## src/rtl/hdx_pkg.sv

```systemverilog
package hdx_pkg;
    typedef enum logic [1:0] {
        S_OFF    = 2'd0,
        S_READY  = 2'd1,
        S_SHIFT  = 2'd2,
        S_LISTEN = 2'd3
    } hdx_state_e;
endpackage

```

## src/rtl/hdx_master_clk.sv

```systemverilog
module hdx_master_clk #(
    parameter int DIV_LOG2 = 4,
    parameter int BITS     = 8
) (
    input  logic       clk,
    input  logic       rst_n,
    input  logic       run,
    input  logic       cpol,
    input  logic [1:0] rate,
    output logic       sck_lvl,
    output logic       rise_o,
    output logic       fall_o,
    output logic       last_o
);
    localparam int HALF_MAX = 1 << (DIV_LOG2 - 1);
    localparam int CW       = (DIV_LOG2 > 1) ? DIV_LOG2 - 1 : 1;
    localparam int EDGES    = 2 * BITS;
    localparam int EW       = $clog2(EDGES);

    logic [CW-1:0] div_q;
    logic [CW-1:0] half_lim;
    logic [EW-1:0] edge_q;
    logic          tick;

    always_comb begin
        half_lim = CW'((HALF_MAX >> rate) - 1);
        tick     = run && (div_q == half_lim);
        rise_o   = tick && !sck_lvl;
        fall_o   = tick && sck_lvl;
        last_o   = tick && (edge_q == EW'(EDGES - 1));
    end

    always_ff @(posedge clk or negedge rst_n) begin
        if (!rst_n) begin
            div_q   <= '0;
            edge_q  <= '0;
            sck_lvl <= 1'b0;
        end else if (!run) begin
            div_q   <= '0;
            edge_q  <= '0;
            sck_lvl <= cpol;
        end else if (tick) begin
            div_q   <= '0;
            edge_q  <= edge_q + 1'b1;
            sck_lvl <= ~sck_lvl;
        end else begin
            div_q   <= div_q + 1'b1;
        end
    end


    idle_level_chk: assert property (@(posedge clk) disable iff (!rst_n)
        !run |=> sck_lvl == $past(cpol));


    toggle_on_tick_chk: assert property (@(posedge clk) disable iff (!rst_n)
        (run && !tick) |=> $stable(sck_lvl));
endmodule

```

## src/rtl/hdx_sck_sync.sv

```systemverilog
module hdx_sck_sync #(
    parameter int STAGES = 2
) (
    input  logic clk,
    input  logic rst_n,
    input  logic sck_in,
    output logic rise_o,
    output logic fall_o
);
    logic [STAGES-1:0] sync_q;
    logic              prev_q;

    always_ff @(posedge clk or negedge rst_n) begin
        if (!rst_n) begin
            sync_q <= '0;
            prev_q <= 1'b0;
        end else begin
            sync_q <= {sync_q[STAGES-2:0], sck_in};
            prev_q <= sync_q[STAGES-1];
        end
    end

    always_comb begin
        rise_o = sync_q[STAGES-1] && !prev_q;
        fall_o = !sync_q[STAGES-1] && prev_q;
    end


    no_double_rise_chk: assert property (@(posedge clk) disable iff (!rst_n)
        rise_o |=> !rise_o);
endmodule

```

## src/rtl/hdx_shifter.sv

```systemverilog
module hdx_shifter #(
    parameter int W = 8
) (
    input  logic         clk,
    input  logic         rst_n,
    input  logic         clr,
    input  logic         load,
    input  logic [W-1:0] load_data,
    input  logic         rise,
    input  logic         fall,
    input  logic         din,
    output logic         dout,
    output logic         done,
    output logic [W-1:0] rx_word
);
    localparam int CW = $clog2(W);

    logic [W-1:0]  sh_q;
    logic [CW-1:0] cnt_q;
    logic          smp_q;
    logic          armed_q;

    always_comb begin
        dout = sh_q[W-1];
        done = rise && !clr && (cnt_q == CW'(W - 1));
    end

    always_ff @(posedge clk or negedge rst_n) begin
        if (!rst_n) begin
            sh_q    <= '0;
            cnt_q   <= '0;
            smp_q   <= 1'b0;
            armed_q <= 1'b0;
            rx_word <= '0;
        end else begin
            if (load) begin
                sh_q    <= load_data;
                armed_q <= 1'b0;
            end else if (fall && armed_q) begin
                sh_q    <= {sh_q[W-2:0], smp_q};
                armed_q <= 1'b0;
            end
            if (clr) begin
                cnt_q   <= '0;
                armed_q <= 1'b0;
            end else if (rise) begin
                smp_q   <= din;
                armed_q <= 1'b1;
                if (cnt_q == CW'(W - 1)) begin
                    cnt_q   <= '0;
                    rx_word <= {sh_q[W-2:0], din};
                end else begin
                    cnt_q <= cnt_q + 1'b1;
                end
            end
        end
    end


    hold_until_sampled_chk: assert property (@(posedge clk) disable iff (!rst_n)
        (fall && !armed_q && !load) |=> $stable(sh_q));


    count_wrap_chk: assert property (@(posedge clk) disable iff (!rst_n)
        done |=> cnt_q == '0);
endmodule

```

## src/rtl/hdx_serial_port.sv

```systemverilog
module hdx_serial_port
    import hdx_pkg::*;
#(
    parameter int DATA_W      = 8,
    parameter int DIV_LOG2    = 4,
    parameter int SYNC_STAGES = 2
) (
    input  logic              clk,
    input  logic              rst_n,
    input  logic              cfg_en,
    input  logic              cfg_master,
    input  logic              cfg_cpol,
    input  logic              cfg_dir_tx,
    input  logic [1:0]        cfg_rate,
    input  logic              tx_wr,
    input  logic [DATA_W-1:0] tx_data,
    input  logic              rx_rd,
    output logic [DATA_W-1:0] rx_data,
    output logic              done_flag,
    input  logic              sck_i,
    output logic              sck_o,
    output logic              sck_oe,
    input  logic              sdio_i,
    output logic              sdio_o,
    output logic              sdio_oe
);
    hdx_state_e state_q, state_d;

    logic m_lvl, m_rise, m_fall, m_last;
    logic s_rise, s_fall;
    logic run, listen, bit_rise, bit_fall, sh_clr, sh_load, xfer_done;

    always_comb begin
        state_d = state_q;
        unique case (state_q)
            S_OFF: begin
                if (cfg_en) state_d = cfg_master ? S_READY : S_LISTEN;
            end
            S_READY: begin
                if (!cfg_en)          state_d = S_OFF;
                else if (!cfg_master) state_d = S_LISTEN;
                else if (tx_wr)       state_d = S_SHIFT;
            end
            S_SHIFT: begin
                if (!cfg_en)          state_d = S_OFF;
                else if (!cfg_master) state_d = S_LISTEN;
                else if (m_last)      state_d = S_READY;
            end
            S_LISTEN: begin
                if (!cfg_en)         state_d = S_OFF;
                else if (cfg_master) state_d = S_READY;
            end
            default: state_d = S_OFF;
        endcase
    end

    always_ff @(posedge clk or negedge rst_n) begin
        if (!rst_n) state_q <= S_OFF;
        else        state_q <= state_d;
    end

    always_comb begin
        run      = (state_q == S_SHIFT);
        listen   = (state_q == S_LISTEN);
        bit_rise = run ? m_rise : (listen && s_rise);
        bit_fall = run ? m_fall : (listen && s_fall);
        sh_clr   = !(run || listen);
        sh_load  = tx_wr && ((state_q == S_READY) || listen);
        sck_o    = run ? m_lvl : cfg_cpol;
        sck_oe   = cfg_en && cfg_master;
        sdio_oe  = cfg_en && cfg_master && cfg_dir_tx;
    end

    always_ff @(posedge clk or negedge rst_n) begin
        if (!rst_n)                done_flag <= 1'b0;
        else if (xfer_done)        done_flag <= 1'b1;
        else if (rx_rd || tx_wr)   done_flag <= 1'b0;
    end

    hdx_master_clk #(.DIV_LOG2(DIV_LOG2), .BITS(DATA_W)) u_mclk (
        .clk(clk), .rst_n(rst_n), .run(run), .cpol(cfg_cpol), .rate(cfg_rate),
        .sck_lvl(m_lvl), .rise_o(m_rise), .fall_o(m_fall), .last_o(m_last)
    );

    hdx_sck_sync #(.STAGES(SYNC_STAGES)) u_sync (
        .clk(clk), .rst_n(rst_n), .sck_in(sck_i), .rise_o(s_rise), .fall_o(s_fall)
    );

    hdx_shifter #(.W(DATA_W)) u_shift (
        .clk(clk), .rst_n(rst_n), .clr(sh_clr), .load(sh_load), .load_data(tx_data),
        .rise(bit_rise), .fall(bit_fall), .din(sdio_i), .dout(sdio_o),
        .done(xfer_done), .rx_word(rx_data)
    );


    abort_to_off_chk: assert property (@(posedge clk) disable iff (!rst_n)
        (state_q == S_SHIFT && !cfg_en) |=> state_q == S_OFF);


    flag_set_chk: assert property (@(posedge clk) disable iff (!rst_n)
        xfer_done |=> done_flag);


    flag_clear_chk: assert property (@(posedge clk) disable iff (!rst_n)
        ((rx_rd || tx_wr) && !xfer_done) |=> !done_flag);


    busy_write_keeps_run_chk: assert property (@(posedge clk) disable iff (!rst_n)
        (run && tx_wr && cfg_en && cfg_master && !m_last) |=> state_q == S_SHIFT);
endmodule

```

## config.mk

```make
export PLATFORM = sky130hd
export DESIGN_NAME = hdx_serial_port
export DESIGN_NICKNAME = d
export VERILOG_FILES = /design/src/rtl/hdx_pkg.sv /design/src/rtl/hdx_master_clk.sv /design/src/rtl/hdx_sck_sync.sv /design/src/rtl/hdx_shifter.sv /design/src/rtl/hdx_serial_port.sv
export SDC_FILE = /design/constraint.sdc
export NUM_CORES = 1
export LEC_CHECK = 0
export BUFFER_PORTS_ARGS = -buffer_cell sky130_fd_sc_hd__buf_2
export CELL_PAD_IN_SITES_DETAIL_PLACEMENT = 0
export CELL_PAD_IN_SITES_GLOBAL_PLACEMENT = 1
export CORE_MARGIN = 2
export CORE_UTILIZATION = 43
export DETAILED_ROUTE_END_ITERATION = 8
export HOLD_SLACK_MARGIN = 0.02
export PLACE_DENSITY_LB_ADDON = 0.1
export SYNTH_ARGS = -nofsm -noshare
export SYNTH_HDL_FRONTEND = slang
export SYNTH_SLANG_ARGS = --single-unit
```

## constraint.sdc

```tcl
create_clock -name clk -period 2.4 [get_ports clk]
set_clock_uncertainty 0.2 [all_clocks]
set_input_delay 0.48 -clock clk [delete_from_list [all_inputs] [get_ports clk]]
set_output_delay 0.48 -clock clk [all_outputs]
set_load 0.1 [all_outputs]
```

# Word-level counts from Yosys, hierarchy flattened
# Cells that the tools add are included.
totals:
  word_cells: 88
  output_inout_bits: 13
  input_bits: 20
  ff_bits: 35
classes:
  shift: 1
  addsub: 4
  n_eq_ne: 13
  n_reduce_logical: 26
  bitwise: 1
  n_mux: 31
ops:
  columns: ["operator", "count"]
  rows:
  - ["two-way mux 2 bit", 10]
  - ["two-way mux 8 bit", 2]
  - ["two-way mux 3 bit", 5]
  - ["logical AND 1 bit", 14]
  - ["two-way mux 1 bit", 11]
  - ["two-way mux 4 bit", 2]
  - ["inequality test 4 bit (second input constant)", 2]
  - ["one-hot mux 2 bit (4 select lines)", 1]
  - ["adder 3 x 1 -> 3 bit (second input constant)", 2]
  - ["adder 4 x 1 -> 4 bit (second input constant)", 1]
  - ["== test 2 bit (second input constant)", 2]
  - ["== test 4 bit (second input constant)", 1]
  - ["inequality test 2 bit (second input constant)", 2]
  - ["inequality test 4 x 2 -> 1 bit (second input constant)", 1]
  - ["AND reduction 4 bit", 1]
  - ["nonzero test 2 bit", 2]
  - ["right shift 4 x 2 -> 3 bit (first input constant)", 1]
  - ["== test 3 bit", 1]
  - ["== test 3 bit (second input constant)", 1]
  - ["logical NOT 1 bit", 3]
  - ["logical OR 1 bit", 3]
  - ["inequality test 3 bit (second input constant)", 1]
  - ["AND reduction 3 bit", 1]
  - ["subtractor 3 x 2 -> 3 bit (second input constant)", 1]
  - ["other kinds (5)", 5]

# Depth between registers and ports, before layout
depth:
  depth_word: 11
  ltp_mapped: 7
  depth_no_buf: 5

# Hierarchy
# From an unflattened synthesis, not the netlist that was laid out.
hier_totals:
  cells_unflattened: 163
  hier_area_um2: 1823.0
by_module_without_submodules:
  columns: ["module", "seq_area_each_um2", "area_per_inst_um2", "cells_each", "n_inst"]
  rows:
  - ["hdx_shifter", 525.5, 1024.7, 85, 1]
  - ["hdx_master_clk", 200.2, 491.7, 50, 1]
  - ["hdx_serial_port", 75.1, 216.5, 23, 1]
  - ["hdx_sck_sync", 75.1, 90.1, 5, 1]

# Worst setup path before layout
# OpenSTA, ideal clock, no wires.
synth_path:
  path_kind: "register to output"
  startpoint: "reg state_q[0]"
  endpoint: "out sck_o"
  n_path_buf: 2
  slack_ns: 0.124
  arrival_time_ns: 1.596
  stages_incl_launch_ff: 6
  t_required_ns: 1.720
  path_cell_list: "dfrtp_1 > buf_2 > nand2b_1 > clkbuf_1 > nand2_1 > nand2_1"
synth_via:
  elab_chain_len: 2
synth_rtl:
  columns: ["item", "line", "rtl"]
  rows:
  - ["start, declared", "hdx_serial_port.sv:27", "hdx_state_e state_q, state_d;"]
  - ["start signal, assigned", "hdx_serial_port.sv:59", "else state_q <= state_d;"]
  - ["== test 2 bit", "hdx_serial_port.sv:63", "run = (state_q == S_SHIFT);"]
  - ["two-way mux 1 bit", "hdx_serial_port.sv:69", "sck_o = run ? m_lvl : cfg_cpol;"]
  - ["end, declared", "hdx_serial_port.sv:21", "output logic sck_o,"]
# No other way between the ends.

# Worst setup path after layout
# Same ends and word-level chain as after synthesis.

==> results.py <==
metrics = {
    "sta": {
        "relSlewSlack": 0.482,
        "fin_tns_setup_ps": 0,
        "drv_slew": 0,
        "layout_min_cycle_time_ps": 2250,
        "setup_viol": 0,
        "post-route-period-util": 0.936,
        "rsz0062_at_grt": "false",
        "fmaxAchievable_mhz": 445,
        "finalHoldViolCount": 0,
        "worst-slew-pin-transition_ps": 776,
    },
    "synthesis": {
        "yosys_warnings": 0,
        "ys_ff_latch": 35,
        "syn_area_um2": 1740,
        "yosys-top-cells-area": "dfrtp_1, mux2_2, nand2_1",
        "synth_top_area_frac": 0.502,
        "syn_inst": 150,
        "synth_edf_count": 0,
        "synthFlopType": "dfrtp_1",
        "syn_nets": 174,
        "synth_top_cell_by_area": "dfrtp_1",
        "ys_seq_area_frac": 0.502,
        "syn_avg_cell_area_um2": 11.6,
        "synth.distinct_cells": 38,
        "synth-async-reset-ratio": 1.00,
    },
    "setup_path": {
        "reg2reg_depth": 5,
        "end_kind": "primary output",
        "crit_fanout": 9,
        "r2r_start": "u_mclk.div_q[0]",
        "reg2reg_to": "u_shift.rx_word[4]",
        "cp.required_ps": 1720,
        "rrSetupSlack_ps": 170,
        "worstPathArrival_ps": 1570,
        "critPathLaunchType": "flop",
        "critical_path_class": "reg -> out",
    },
    "die": {
        "core-area_um2": 3940,
        "rows": 23,
        "die-height_um": 67.7,
        "start_util": 0.442,
        "ios": 33,
        "die_w_um": 67.7,
        "dieArea_um2": 4580,
    },
    "place": {
        "dp_cells": 230,
        "io_buffer_count": 32,
        "gp_congestion": 0.759,
        "hpwl_mm": 2.54,
    },
    "clock_tree": {
        "cts_tree": "done",
        "clkSinkCount": 35,
        "clk_latency_ps": 290,
        "htreeDepth": 2,
        "cts_setup_buffers": 0,
        "cts_hold_buf": 0,
        "clockBufferDepth": 2,
        "clock_tree.root_cell": "clkbuf_8",
        "post_cts_resized": 0,
        "clk_pin_slew_worst_paths_ps": 70,
        "cts_buffers": 5,
    },
    "min_path": {
        "holdCritPathClass": "in -> async",
    },
    "finish": {
        "instances_no_fill": 238,
        "syn2layout_area_growth_pct": 21.2,
        "post_route_cells_drive_above_1_share": 0.410,
        "layout_common_cells": "dfrtp_1, buf_2, mux2_2, nand2_1",
        "antennaDiodeCount": 0,
        "final_common_cell": "dfrtp_1",
        "finalNetCount": 211,
    },
    "routing": {
        "drtAntennaViolNets": 0,
        "drc": 0,
        "wirelength_mm": 3.54,
        "drtPass1Iterations": 4,
        "first_iter_violations": 52,
        "avgRoutedWirePerCell_um": 14.9,
        "viasPerCell": 5.31,
        "vias": 1264,
    },
    "job": {
        "maxCapViolCount": 0,
    },
    "grt": {
        "grt_max_degree": 36,
        "antenna_found_initial": 0,
        "grt.total_usage": 0.173,
        "grt_remaining_overflow": 0,
        "grt_pass1_wl_mm": 5.73,
        "grt_pass1_vias": 1219,
    },
    "pwr": {
        "powerDensity_nw_per_um2": 819,
        "vdd_drop_max_mv": 0.407,
        "power.leakage_nw": 0.996,
        "power_w": 0.00173,
    },
    "outcome": {
        "status": "complete, no violations",
    },
}
==> flip-flops by register name (all words and copies together), names as in the netlist <==
register         flops
u_shift.sh_q         8
u_mclk.sck_lvl       1
u_shift.smp_q        1
u_sync.prev_q        1
done_flag            1
u_shift.rx_word      8
u_shift.armed_q      1
u_shift.cnt_q        3
u_mclk.edge_q        4
u_mclk.div_q         3
state_q              2
u_sync.sync_q        2
==> Yosys cell counts, types with 2 or more instances <==
| cell | n |
|---|---|
| nor2_1 | 10 |
| dfrtp_1 | 35 |
| inv_1 | 3 |
| nand3b_1 | 3 |
| nand2_1 | 15 |
| nand2b_1 | 2 |
| and2_1 | 2 |
| and4bb_2 | 2 |
| nand4b_1 | 2 |
| ha_1 | 4 |
| buf_2 | 2 |
| mux2_2 | 25 |
| nand3_1 | 3 |
| o21ai_0 | 10 |
| xnor2_1 | 3 |
| a41oi_1 | 2 |
| a21oi_1 | 6 |
==> cells by family after synthesis <==
logic type / count (synthesis) / share of synthesized area
adders and majority gates: 4 / 0.0287
xor gates and xnor gates: 4 / 0.0201
DFF: 35 / 0.502
buffers and inverters: 7 / 0.0165
and+or+nand+nor: 48 / 0.154
muxes: 25 / 0.161
AOI/OAI and AO/OA: 27 / 0.118
==> metrics by stage <==
stage	worst slack, ps	hold WS [ps]	area [um2]	utilization
2_1_floorplan	124	-15.6	1740	-
3_3_place_gp	42.0	139	1980	0.502
3_5_place_dp	4.90	136	1980	0.502
4_1_cts	61.2	92.3	2110	0.536
5_1_grt	66.6	87.9	2110	0.536
6_report	154	60.8	2110	0.536
==> layout make-up <==
| type | instances | area [um2] |
|---|---|---|
| clock buffers | 6 | 72.6 |
| clock inverters | 2 | 60.1 |
| fillers | 350 | 1830 |
| inverters | 3 | 11.3 |
| multi-input cells | 108 | 840 |
| flip-flops and latches | 35 | 877 |
| well taps | 50 | 62.6 |
| repair buffers | 34 | 190 |
==> worst max path at each step <==
stage / start / endpoint / cells past startpoint
2_1_floorplan: state_q[0] / sck_o / 5
3_5_place_dp: cfg_rate[1] / u_shift.rx_word[6] / 6
6_report: state_q[0] / sck_o / 5
3_3_place_gp: cfg_rate[1] / u_shift.rx_word[6] / 6
5_1_grt: u_mclk.div_q[0] / u_shift.rx_word[6] / 5
4_1_cts: state_q[1] / sck_o / 5
==> layer usage <==
layer | routed length, um | GRT usage | share of wire | vias up
met3 | 160 | 0.0517 | 0.045 | 11
li1 | - | - | - | 612
met2 | 1610 | 0.255 | 0.46 | 31
met5 | 0 | 0 | 0 | -
met4 | 81 | 0.0612 | 0.023 | 0
met1 | 1680 | 0.241 | 0.48 | 610
==> critical path, cell delays in order, from the launching register on <==
cell and delay (ps):
dfrtp_1 550, nand2b_1 200, buf_4 170, nand2_1 70
nand2_1 110, buf_12 180
==> where the power goes <==
part / total [W] / switching (W) / leakage [nW] / internal [W]
combinational: 0.000351 / 0.000192 / 0.473 / 0.000159
sequential: 0.000748 / 0.0000715 / 0.458 / 0.000676
clock: 0.000632 / 0.000217 / 0.0654 / 0.000415
total: 0.00173 / 0.000480 / 0.996 / 0.00125
(Power assumes the default switching activity.)
